[src/rtl/serializer_pkg.sv]
package serializer_pkg;

  // Strobes passed from control to datapath each cycle
  typedef struct packed {
    logic capture;   // take a new word from dataIn
    logic advance;   // put the next bit on the line
  } serStrobes_t;

  function automatic int cntWidth(input int wordW);
    return $clog2(wordW + 1);
  endfunction

  function automatic int idxWidth(input int wordW);
    return (wordW > 1) ? $clog2(wordW) : 1;
  endfunction

endpackage

[src/rtl/ser_ctrl.sv]
module ser_ctrl
  import serializer_pkg::*;
#(
  parameter int WORD_W = 12
) (
  input  logic        clk,
  input  logic        rst,
  input  logic        loadIn,
  input  logic        sendIn,
  output serStrobes_t strobes,
  output logic        doneOut
);

  localparam int CNT_W = cntWidth(WORD_W);
  localparam logic [CNT_W-1:0] FULL = CNT_W'(WORD_W);

  logic [CNT_W-1:0] bitsLeft;
  logic             doneReg;

  // Load has priority: a send in the same cycle is dropped
  always_comb begin
    strobes.capture = loadIn;
    strobes.advance = sendIn && !loadIn;
  end

  always_ff @(posedge clk) begin
    if (rst) begin
      bitsLeft <= '0;
      doneReg  <= 1'b0;
    end else if (strobes.capture) begin
      bitsLeft <= FULL;
      doneReg  <= 1'b0;
    end else if (strobes.advance && bitsLeft != '0) begin
      bitsLeft <= bitsLeft - 1'b1;
      if (bitsLeft == CNT_W'(1)) doneReg <= 1'b1;
    end
  end

  assign doneOut = doneReg;

endmodule

[src/rtl/ser_data.sv]
module ser_data
  import serializer_pkg::*;
#(
  parameter int WORD_W  = 12,
  parameter bit USE_MUX = 1'b0
) (
  input  logic              clk,
  input  logic              rst,
  input  serStrobes_t       strobes,
  input  logic [WORD_W-1:0] dataIn,
  output logic              serialOut
);

  localparam int IDX_W = idxWidth(WORD_W);
  localparam logic [IDX_W-1:0] TOP_IDX = IDX_W'(WORD_W - 1);

  logic [WORD_W-1:0] wordReg;
  logic              outReg;

  generate
    if (USE_MUX) begin : g_mux
      // Word stays put; a down-counting index picks the bit
      logic [IDX_W-1:0] bitIdx;
      logic             live;

      always_ff @(posedge clk) begin
        if (rst) begin
          wordReg <= '0;
          bitIdx  <= '0;
          live    <= 1'b0;
          outReg  <= 1'b0;
        end else if (strobes.capture) begin
          wordReg <= dataIn;
          bitIdx  <= TOP_IDX;
          live    <= 1'b1;
        end else if (strobes.advance) begin
          outReg <= live ? wordReg[bitIdx] : 1'b0;
          if (live) begin
            if (bitIdx == '0) live <= 1'b0;
            else              bitIdx <= bitIdx - 1'b1;
          end
        end
      end
    end else begin : g_shift
      // Word moves up one place per send; zero enters at the bottom
      always_ff @(posedge clk) begin
        if (rst) begin
          wordReg <= '0;
          outReg  <= 1'b0;
        end else if (strobes.capture) begin
          wordReg <= dataIn;
        end else if (strobes.advance) begin
          outReg  <= wordReg[WORD_W-1];
          wordReg <= {wordReg[WORD_W-2:0], 1'b0};
        end
      end
    end
  endgenerate

  assign serialOut = outReg;

endmodule

[src/rtl/wordSerializer.sv]
module wordSerializer
  import serializer_pkg::*;
#(
  parameter int WORD_W  = 12,
  parameter bit USE_MUX = 1'b0
) (
  input  logic              clk,
  input  logic              rst,
  input  logic              loadIn,
  input  logic              sendIn,
  input  logic [WORD_W-1:0] dataIn,
  output logic              serialOut,
  output logic              doneOut
);

  serStrobes_t strobes;

  ser_ctrl #(.WORD_W(WORD_W)) ctrl (
    .clk     (clk),
    .rst     (rst),
    .loadIn  (loadIn),
    .sendIn  (sendIn),
    .strobes (strobes),
    .doneOut (doneOut)
  );

  ser_data #(.WORD_W(WORD_W), .USE_MUX(USE_MUX)) data (
    .clk       (clk),
    .rst       (rst),
    .strobes   (strobes),
    .dataIn    (dataIn),
    .serialOut (serialOut)
  );

endmodule

[config.mk]
export PLATFORM = sky130hd
export DESIGN_NAME = wordSerializer
export DESIGN_NICKNAME = d
export VERILOG_FILES = /design/src/rtl/serializer_pkg.sv /design/src/rtl/ser_ctrl.sv /design/src/rtl/ser_data.sv /design/src/rtl/wordSerializer.sv
export SDC_FILE = /design/constraint.sdc
export NUM_CORES = 1
export LEC_CHECK = 0
export ABC_AREA = 1
export BUFFER_PORTS_ARGS = -buffer_cell sky130_fd_sc_hd__buf_4
export CORE_AREA = 4 4 57 59
export CTS_CLUSTER_SIZE = 8
export DETAILED_ROUTE_END_ITERATION = 16
export DIE_AREA = 0 0 61 63
export GPL_ROUTABILITY_DRIVEN = 0
export GPL_TIMING_DRIVEN = 1
export HOLD_SLACK_MARGIN = 0.02
export PLACE_DENSITY = 0.62
export REMOVE_ABC_BUFFERS = 1
export SYNTH_ARGS = -nofsm -noshare
export SYNTH_HDL_FRONTEND = slang
export SYNTH_SLANG_ARGS = --single-unit
[constraint.sdc]
create_clock -name clk -period 1.64 [get_ports clk]
set_input_delay 0.082 -clock clk [delete_from_list [all_inputs] [get_ports clk]]
set_output_delay 0.082 -clock clk [all_outputs]
set_load 0.01 [all_outputs]
# After elaboration in Yosys (flattened, before gate mapping)
# Cells that the tools add are included.
[op_classes] add_sub_neg=1 eq_ne=1 muxes=4 bitwise_logic=1 reduce_logical=9
[op_table] op="12-bit two-way mux" n=2
[op_table] op="4-bit two-way mux" n=2
[op_table] op="4-bit by 1-bit equality test with 1-bit output (second input constant)" n=1
[op_table] op="2-bit AND reduction" n=2
[op_table] op="2-bit nonzero test" n=2
[op_table] op="4-bit nonzero test" n=1
[op_table] op="4-bit by 1-bit subtractor with 4-bit output (second input constant)" n=1
[op_table] op="1-bit logical AND" n=2
[op_table] op="2-bit OR reduction" n=1
[op_table] op="1-bit zero test" n=1
[op_table] op="1-bit inverter" n=1
[word_totals] register_bits=18 input_bits=16 output_inout_bits=2 wordCells=21

# Longest topological paths before layout
# Gate-level depths: netlist (run 1).
[depth] depth_word=5 mapped_depth=8 depth_no_buf=8

# Modules after synthesis
# Synthesis (run 1) repeated with hierarchy kept, for this count alone.
[hier_totals] cells_unflattened=138 area_unflattened_um2=948.4
[by_module_without_submodules] module="ser_data" n_inst=1 cells_each=94 area_per_inst_um2=636.9 seq_area_each_um2=260.2
[by_module_without_submodules] module="ser_ctrl" n_inst=1 cells_each=44 area_per_inst_um2=311.5 seq_area_each_um2=100.1

# Worst setup path before layout (run 1)
# No wires, ideal clock.
[synth_timing] path_type="register -> register" start="reg ctrl.bitsLeft[0]" end="reg ctrl.bitsLeft[3]" setup_ns=0.056 arrival_time_ns=1.034 required_ns=1.584 slack_ns=0.551 stages_incl_launch_ff=8 path_buffers=0 period_less_slack_ns=1.089 path_cell_list="dfxtp_1 -> inv_1 -> ha_1 -> a21oi_1 -> nand3_1 -> nand3_1 -> nand2_1 -> inv_1"
[synth_between] elab_chain_cells=3 word_cells_on_any_way=6 cone_classes="add/sub: 1; mux: 2; reduce/logical: 3"
[synth_lines] item="start: declaration" line="ser_ctrl.sv:17" source="logic [CNT_W-1:0] bitsLeft;"
[synth_lines] item="start signal: assignment" line="ser_ctrl.sv:34" source="bitsLeft <= bitsLeft - 1'b1;"
[synth_lines] item="4-bit by 1-bit subtractor with 4-bit output or 4-bit nonzero test (tied branches)" line="ser_ctrl.sv:34, ser_ctrl.sv:33"
[synth_lines] item="4-bit two-way mux or 1-bit logical AND (tied branches)" line="ser_ctrl.sv:33" source="end else if (strobes.advance && bitsLeft != '0) begin"
[synth_lines] item="4-bit two-way mux or 2-bit nonzero test (tied branches)"
# Parallel ways exist; a longest one is shown, timed or not. The select of a mux whose other input is x is not followed.
# A chain may end at the register's enable or synchronous reset.

# Worst setup path in the final report (run 1)
# Ends and elaborated chain as after synthesis.

==> results.tsv, run 1 <==
stage	metric	value	unit
die	Die H	63	um
finish	layout cells sized above 1	0.183	
setup_path	Cell Chain, Critical Path	inv_1 > ha_1 > a21oi_1 > nand3_1 > nand3_1 > nand2_1 > inv_1	
power_and_ir_drop	Power, Total	0.000828	W
logic_synthesis	Synth Flop Type	dfxtp_1	
logic_synthesis	Synth area leaders	dfxtp_1, nand2_1, inv_1	
die	die width	61	um
placement	port bufs	17	
setup_path	WP data required	1.88	ns
timing	final setup fails	0	
clock_tree	Clock Tree Buf Depth	2	
hold_path	Tightest Hold Check Type	input port to flip-flop	
die	I/O pins	18	
clock_tree	H-tree levels	1	
setup_path	CP max FO	6	
timing	RSZ-0062 raised after global routing	false	
setup_path	type of the worst setup path	flip-flop to flip-flop	
logic_synthesis	Yosys cell types	22	
timing	count of final hold-check violations	0	
finish	Area growth, synth to finish	18.8	%
logic_synthesis	Ys Warns	0	
clock_tree	CTS buffer count	3	
grt	largest net degree at the start of global routing	16	
die	Core ar.	0.00271	mm2
logic_synthesis	Mapped Cells	125	
power_and_ir_drop	peak supply drop	0.433	mV
logic_synthesis	Cell Area, Synth	891	um2
finish	nets@finish	163	
power_and_ir_drop	switching pwr	0.000219	W
timing	Hold Slack	0.0525	ns
logic_synthesis	largest area contributor in the netlist	dfxtp_1	
grt	Total GRT Usage	0.105	
setup_path	Worst path slowest cell	dfxtp_1	
timing	fmax	795	MHz
die	initial core utilization	0.329	
setup_path	Critical Path Sink Type	flip-flop	
clock_tree	worst skew pair latency	0.28	ns
setup_path	CP max stage delay	0.35	ns
timing	Worst-Margin Slew	0.499	ns
routing	WL/cell	10.7	um
routing	1st-iter DRT viols	12	
power_and_ir_drop	sequential share of power	0.573	
routing	drt first pass iters	4	
routing	# DRC	0	
setup_path	reg2reg start	ctrl.bitsLeft[0]$_SDFFE_PP0P_	
timing	Clock Skew	0.00178	ns
routing	Final ANT Viol Nets	0	
logic_synthesis	post-synth top area share	0.404	
setup_path	flop2flop setup slack	0.38	ns
grt	vias in the first global route	791	
clock_tree	Root Buffer	clkbuf_4	
finish	ANT cells	0	
power_and_ir_drop	Leak Pwr	0.562	nW
timing	total negative setup slack	0	ns
clock_tree	CTS clk-pin slew, worst paths	0.10	ns
clock_tree	Post-CTS Setup Repair Bufs	0	
timing	pins over their slew limit	0	
placement	hpwl dp	1390	um
logic_synthesis	Seq/Total Area, Yosys	0.404	
die	Die ar.	0.00384	mm2
timing	Slew headroom	0.667	
timing	final critical-path share of the clock period	0.767	
grt	GR Overflow Total	0	
timing	Min Clock Period, post-route	1.26	ns
run_status	status	completed	
grt	initial antenna violation count	0	
routing	DRT Wirelength	1850	um
logic_synthesis	Syn Area/Cell	7.13	um2
power_and_ir_drop	clock share of power	0.260	
power_and_ir_drop	switch share	0.264	
logic_synthesis	share of flip-flops with an asynchronous set or reset	0	
grt	first-pass GRT wire length	3150	um
logic_synthesis	EDFF count, synth	0	
routing	vias per cell	4.53	
job	MaxCap Viol Count	0	
setup_path	Startpoint Class	flip-flop	
logic_synthesis	top cells by count, synth	nand2_1, inv_1, dfxtp_1, nand3_1, a22oi_1	
setup_path	CP startpoint	ctrl.bitsLeft[0]$_SDFFE_PP0P_	
clock_tree	CTS tree	built	
setup_path	WP data arrival	1.50	ns
logic_synthesis	register bit count reported by yosys	18	
power_and_ir_drop	cell-internal power	0.000609	W
power_and_ir_drop	pwr dens	782	mW/mm2
die	FP Rows	19	
power_and_ir_drop	Comb pwr share	0.167	
routing	via count	784	
logic_synthesis	top-count cell post-synth	nand2_1	
clock_tree	CTS sink count	18	
hold_path	Hold Path Origin	dataIn[0]	
## critical path, delay by kind of cell, from the launching register on
family / cells / cell delay, ns
buffers and inverters: 2 / 0.16
AO/OA/AOI/OAI: 1 / 0.25
AND/OR/NAND/NOR: 3 / 0.23
flip-flops: 1 / 0.35
adder cells (fa/ha/maj): 1 / 0.23
## power groups by stage
stage                     clock network (W)  registers, W  logic (W)
after floorplan                           0      0.000482  0.0000825
after global placement                    0      0.000484   0.000134
after detailed placement                  0      0.000485   0.000138
after CTS                          0.000221      0.000475   0.000141
after global routing               0.000240      0.000478   0.000157
final                              0.000215      0.000475   0.000138
## layer usage
metal  wire length (um)  up-vias  GRT usage
met4                  0        0     0.0325
li1                   -      422          -
met3                100        0     0.0289
met5                  0        -          0
met2                968       14      0.182
met1                779      348      0.119
## kinds of logic (layout without fill, tap and decap cells)
family	Yosys count	in the layout	synth area share
XOR/XNOR	1	1	0.00983
AO/OA/AOI/OAI	18	18	0.131
AND/OR/NAND/NOR	59	59	0.282
adder cells (fa/ha/maj)	3	3	0.0421
flip-flops	18	18	0.404
buffers and inverters	26	43	0.131
## stage by stage
step / worst slack [ns] / area, um2 / utilization / cells
global route: 0.274 / 1060 / 0.391 / 173
detailed placement: 0.404 / 1030 / 0.379 / 169
global placement: 0.498 / 1030 / 0.379 / 169
finish: 0.382 / 1060 / 0.391 / 173
floorplan: 0.540 / 860 / - / 121
CTS: 0.380 / 1060 / 0.391 / 173
## sequential cells by signal, indices dropped and copies added, names as in the netlist
register and count:
ctrl.bitsLeft 4, ctrl.doneOut 1, data.serialOut 1, data.wordReg 12
## timing repair
item                      4_1_cts  5_1_grt
hold endpoints to repair        1        0
hold buffers                    1        0
resized for setup               0        0
## final timing paths
check / cells past startpoint / to
hold / removal: 3 / data.wordReg[0]$_SDFFE_PP0P_
hold reg to reg: 1 / ctrl.doneOut$_SDFFE_PP0P_
setup reg to reg: 7 / ctrl.bitsLeft[3]$_SDFFE_PP0P_
setup / recovery: 7 / ctrl.bitsLeft[3]$_SDFFE_PP0P_
## cells in the final DEF (no fill, tap or decap), types with 3 or more instances in the layout
cell type	instances
dfxtp_1	18
ha_1	3
nand3_1	8
a22oi_1	7
buf_4	17
nor2_1	6
clkbuf_4	3
inv_1	20
a21oi_1	4
nand2_1	41
## layout make-up
cell class,instances,area (um2)
fill,310,1650
timing repair buffer,18,138
sequential,18,360
inverter,22,85.1
tap,31,38.8
clock buffer,3,22.5
multi-input combinational,81,414
No activity file was read; power rests on OpenSTA's default activity.
==> run 2: changes to the inputs <==
==> constraint.sdc (replaced) <==
create_clock -name clk -period 1.3 [get_ports clk]
set_input_delay 0.065 -clock clk [delete_from_list [all_inputs] [get_ports clk]]
set_output_delay 0.065 -clock clk [all_outputs]
set_load 0.01 [all_outputs]
==> run 2 against run 1 <==
Effect of this change:
- core utilization up 0.69 points
- fmax up 4.0%
- global-route usage about the same
- clock power up 27%
- sequential share of layout area down 0.59 points
- non-clock buffer count up 2
- critical path depth up 1
- via count up 1.5%
- wire length up 0.32%
==> results.tsv, run 2 (synthesis results as in run 1) <==
stage	metric	value	unit
run_status	status	completed	
job	MaxCap Viol Count	0	
clock_tree	CTS buffer count	3	
die	Die ar.	0.00384	mm2
grt	first-pass GRT wire length	3130	um
hold_path	Tightest Hold Check Type	input port to flip-flop	
power_and_ir_drop	switching pwr	0.000280	W
placement	port bufs	17	
grt	busiest grt layer	met2	
timing	final critical-path share of the clock period	0.931	
timing	RSZ-0062 raised after global routing	false	
routing	vias per cell	4.55	
grt	met2 Usage GRT	0.180	
grt	GR Util met3	0.0248	
power_and_ir_drop	switch share	0.266	
routing	# DRC	0	
setup_path	WP data arrival	1.41	ns
clock_tree	worst skew pair latency	0.28	ns
timing	final setup fails	0	
power_and_ir_drop	clock share of power	0.259	
setup_path	Startpoint Class	flip-flop	
finish	Reg area	360	um2
die	initial core utilization	0.329	
setup_path	reg2reg start	ctrl.bitsLeft[0]$_SDFFE_PP0P_	
setup_path	reg2reg path depth	8	
timing	pins over their slew limit	0	
timing	count of final hold-check violations	0	
die	I/O pins	18	
power_and_ir_drop	Comb pwr share	0.172	
finish	most frequent cells in the layout	nand2_1, inv_1, buf_4	
timing	fmax	826	MHz
clock_tree	CTS sink count	18	
routing	1st-iter DRT viols	22	
placement	hpwl dp	1410	um
setup_path	reg-to-reg endpoint	ctrl.bitsLeft[2]$_SDFFE_PP0P_	
timing	Clock Skew	0.00137	ns
power_and_ir_drop	Power, Total	0.00105	W
grt	largest net degree at the start of global routing	16	
finish	Biggest register	data.wordReg	
timing	total negative setup slack	0	ns
finish	FILL cells	317	
setup_path	flop2flop setup slack	0.09	ns
die	die width	61	um
finish	multi-input logic area	418	um2
routing	via count	796	
routing	WL/cell	10.6	um
timing	Min Clock Period, post-route	1.21	ns
power_and_ir_drop	pwr dens	977	mW/mm2
grt	Total GRT Usage	0.104	
timing	Slew headroom	0.785	
finish	max reg flops	12	
clock_tree	Clock Tree Buf Depth	2	
clock_tree	CTS tree	built	
die	Die H	63	um
setup_path	CP Capture Point	ctrl.bitsLeft[2]$_SDFFE_PP0P_	
finish	Area growth, synth to finish	20.9	%
finish	nets@finish	165	
setup_path	type of the worst setup path	flip-flop to flip-flop	
routing	drt first pass iters	4	
grt	met1 usage	0.126	
die	FP Rows	19	
grt	vias in the first global route	792	
finish	commonest non-fill, non-tap cell in the layout	nand2_1	
clock_tree	H-tree levels	1	
setup_path	WP data required	1.49	ns
die	Core ar.	0.00271	mm2
setup_path	Critical Path Sink Type	flip-flop	
hold_path	Hold Path Origin	dataIn[0]	
power_and_ir_drop	peak supply drop	0.613	mV
setup_path	CP max FO	6	
clock_tree	Root Buffer	clkbuf_4	
finish	ANT cells	0	
setup_path	CP startpoint	ctrl.bitsLeft[0]$_SDFFE_PP0P_	
power_and_ir_drop	Leak Pwr	0.572	nW
timing	Worst-Margin Slew	0.322	ns
finish	layout cells sized above 1	0.201	
routing	Final ANT Viol Nets	0	
timing	slack of the critical path	0.0898	ns
routing	DRT Wirelength	1850	um
finish	largest registers	data.wordReg: 12 flops, ctrl.bitsLeft: 4 flops	
power_and_ir_drop	cell-internal power	0.000773	W
clock_tree	CTS clk-pin slew, worst paths	0.10	ns
power_and_ir_drop	sequential share of power	0.569	
grt	GR Overflow Total	0	
placement	dpl ws	0.0715	ns
grt	initial antenna violation count	0	
run 2: changes by cell type in the layout (fill, tap and decap cells not counted):
cell / delta
buf_4: +2
a21oi_1: -1
a21oi_2: +1
run 2: repair_timing:
action	4_1_cts	5_1_grt
setup endpoints to repair	0	2
hold endpoints to repair	1	0
hold buffers	1	0
setup buffers	0	0
gates resized for setup	0	1
run 2: area by class of cell:
class / count / area share
sequential: 18 / 0.334
timing repair buffer: 20 / 0.142
multi-input combinational: 81 / 0.388
tap: 31 / 0.0360
clock buffer: 3 / 0.0209
inverter: 22 / 0.0790
run 2: power groups by stage:
stage          Combinational [W]  Clock (W)  Sequential [W]
5_1_grt                 0.000206   0.000304        0.000603
6_report                0.000182   0.000273        0.000599
3_3_place_gp            0.000174          0        0.000611
3_5_place_dp            0.000179          0        0.000612
4_1_cts                 0.000182   0.000286        0.000599
2_1_floorplan           0.000104          0        0.000608
run 2: layer usage:
layer / vias up / part of all wire
met5: - / 0
met4: 0 / 0
met3: 0 / 0.058
met2: 19 / 0.51
met1: 353 / 0.43
li1: 424 / -
run 2: worst min path at each step:
stage,cells after the start,endpoint,slack (ns)
floorplan,1,data.wordReg[0]$_SDFFE_PP0P_,0.13
global placement,2,data.wordReg[0]$_SDFFE_PP0P_,0.25
detailed placement,2,data.wordReg[0]$_SDFFE_PP0P_,0.26
CTS,3,data.wordReg[0]$_SDFFE_PP0P_,0.03
global route,3,data.wordReg[0]$_SDFFE_PP0P_,0.03
finish,3,data.wordReg[0]$_SDFFE_PP0P_,0.04
run 2: worst max-delay path, cell delays in order (launching register included):
cell and delay [ns]:
dfxtp_1 0.35, inv_1 0.11, ha_1 0.24, nand2_1 0.11, nand2_4 0.08, nand3_1 0.07
nand3_1 0.06, nand2_1 0.07, inv_1 0.04
run 2: metrics by stage:
step                instances  utilization  hold slack, ns  cell area, um2
global route              175        0.398          0.0346            1080
global placement          171        0.384           0.251            1040
detailed placement        171        0.384           0.259            1040
finish                    175        0.398          0.0353            1080
floorplan                 121            -           0.134             860
CTS                       175        0.396          0.0277            1070
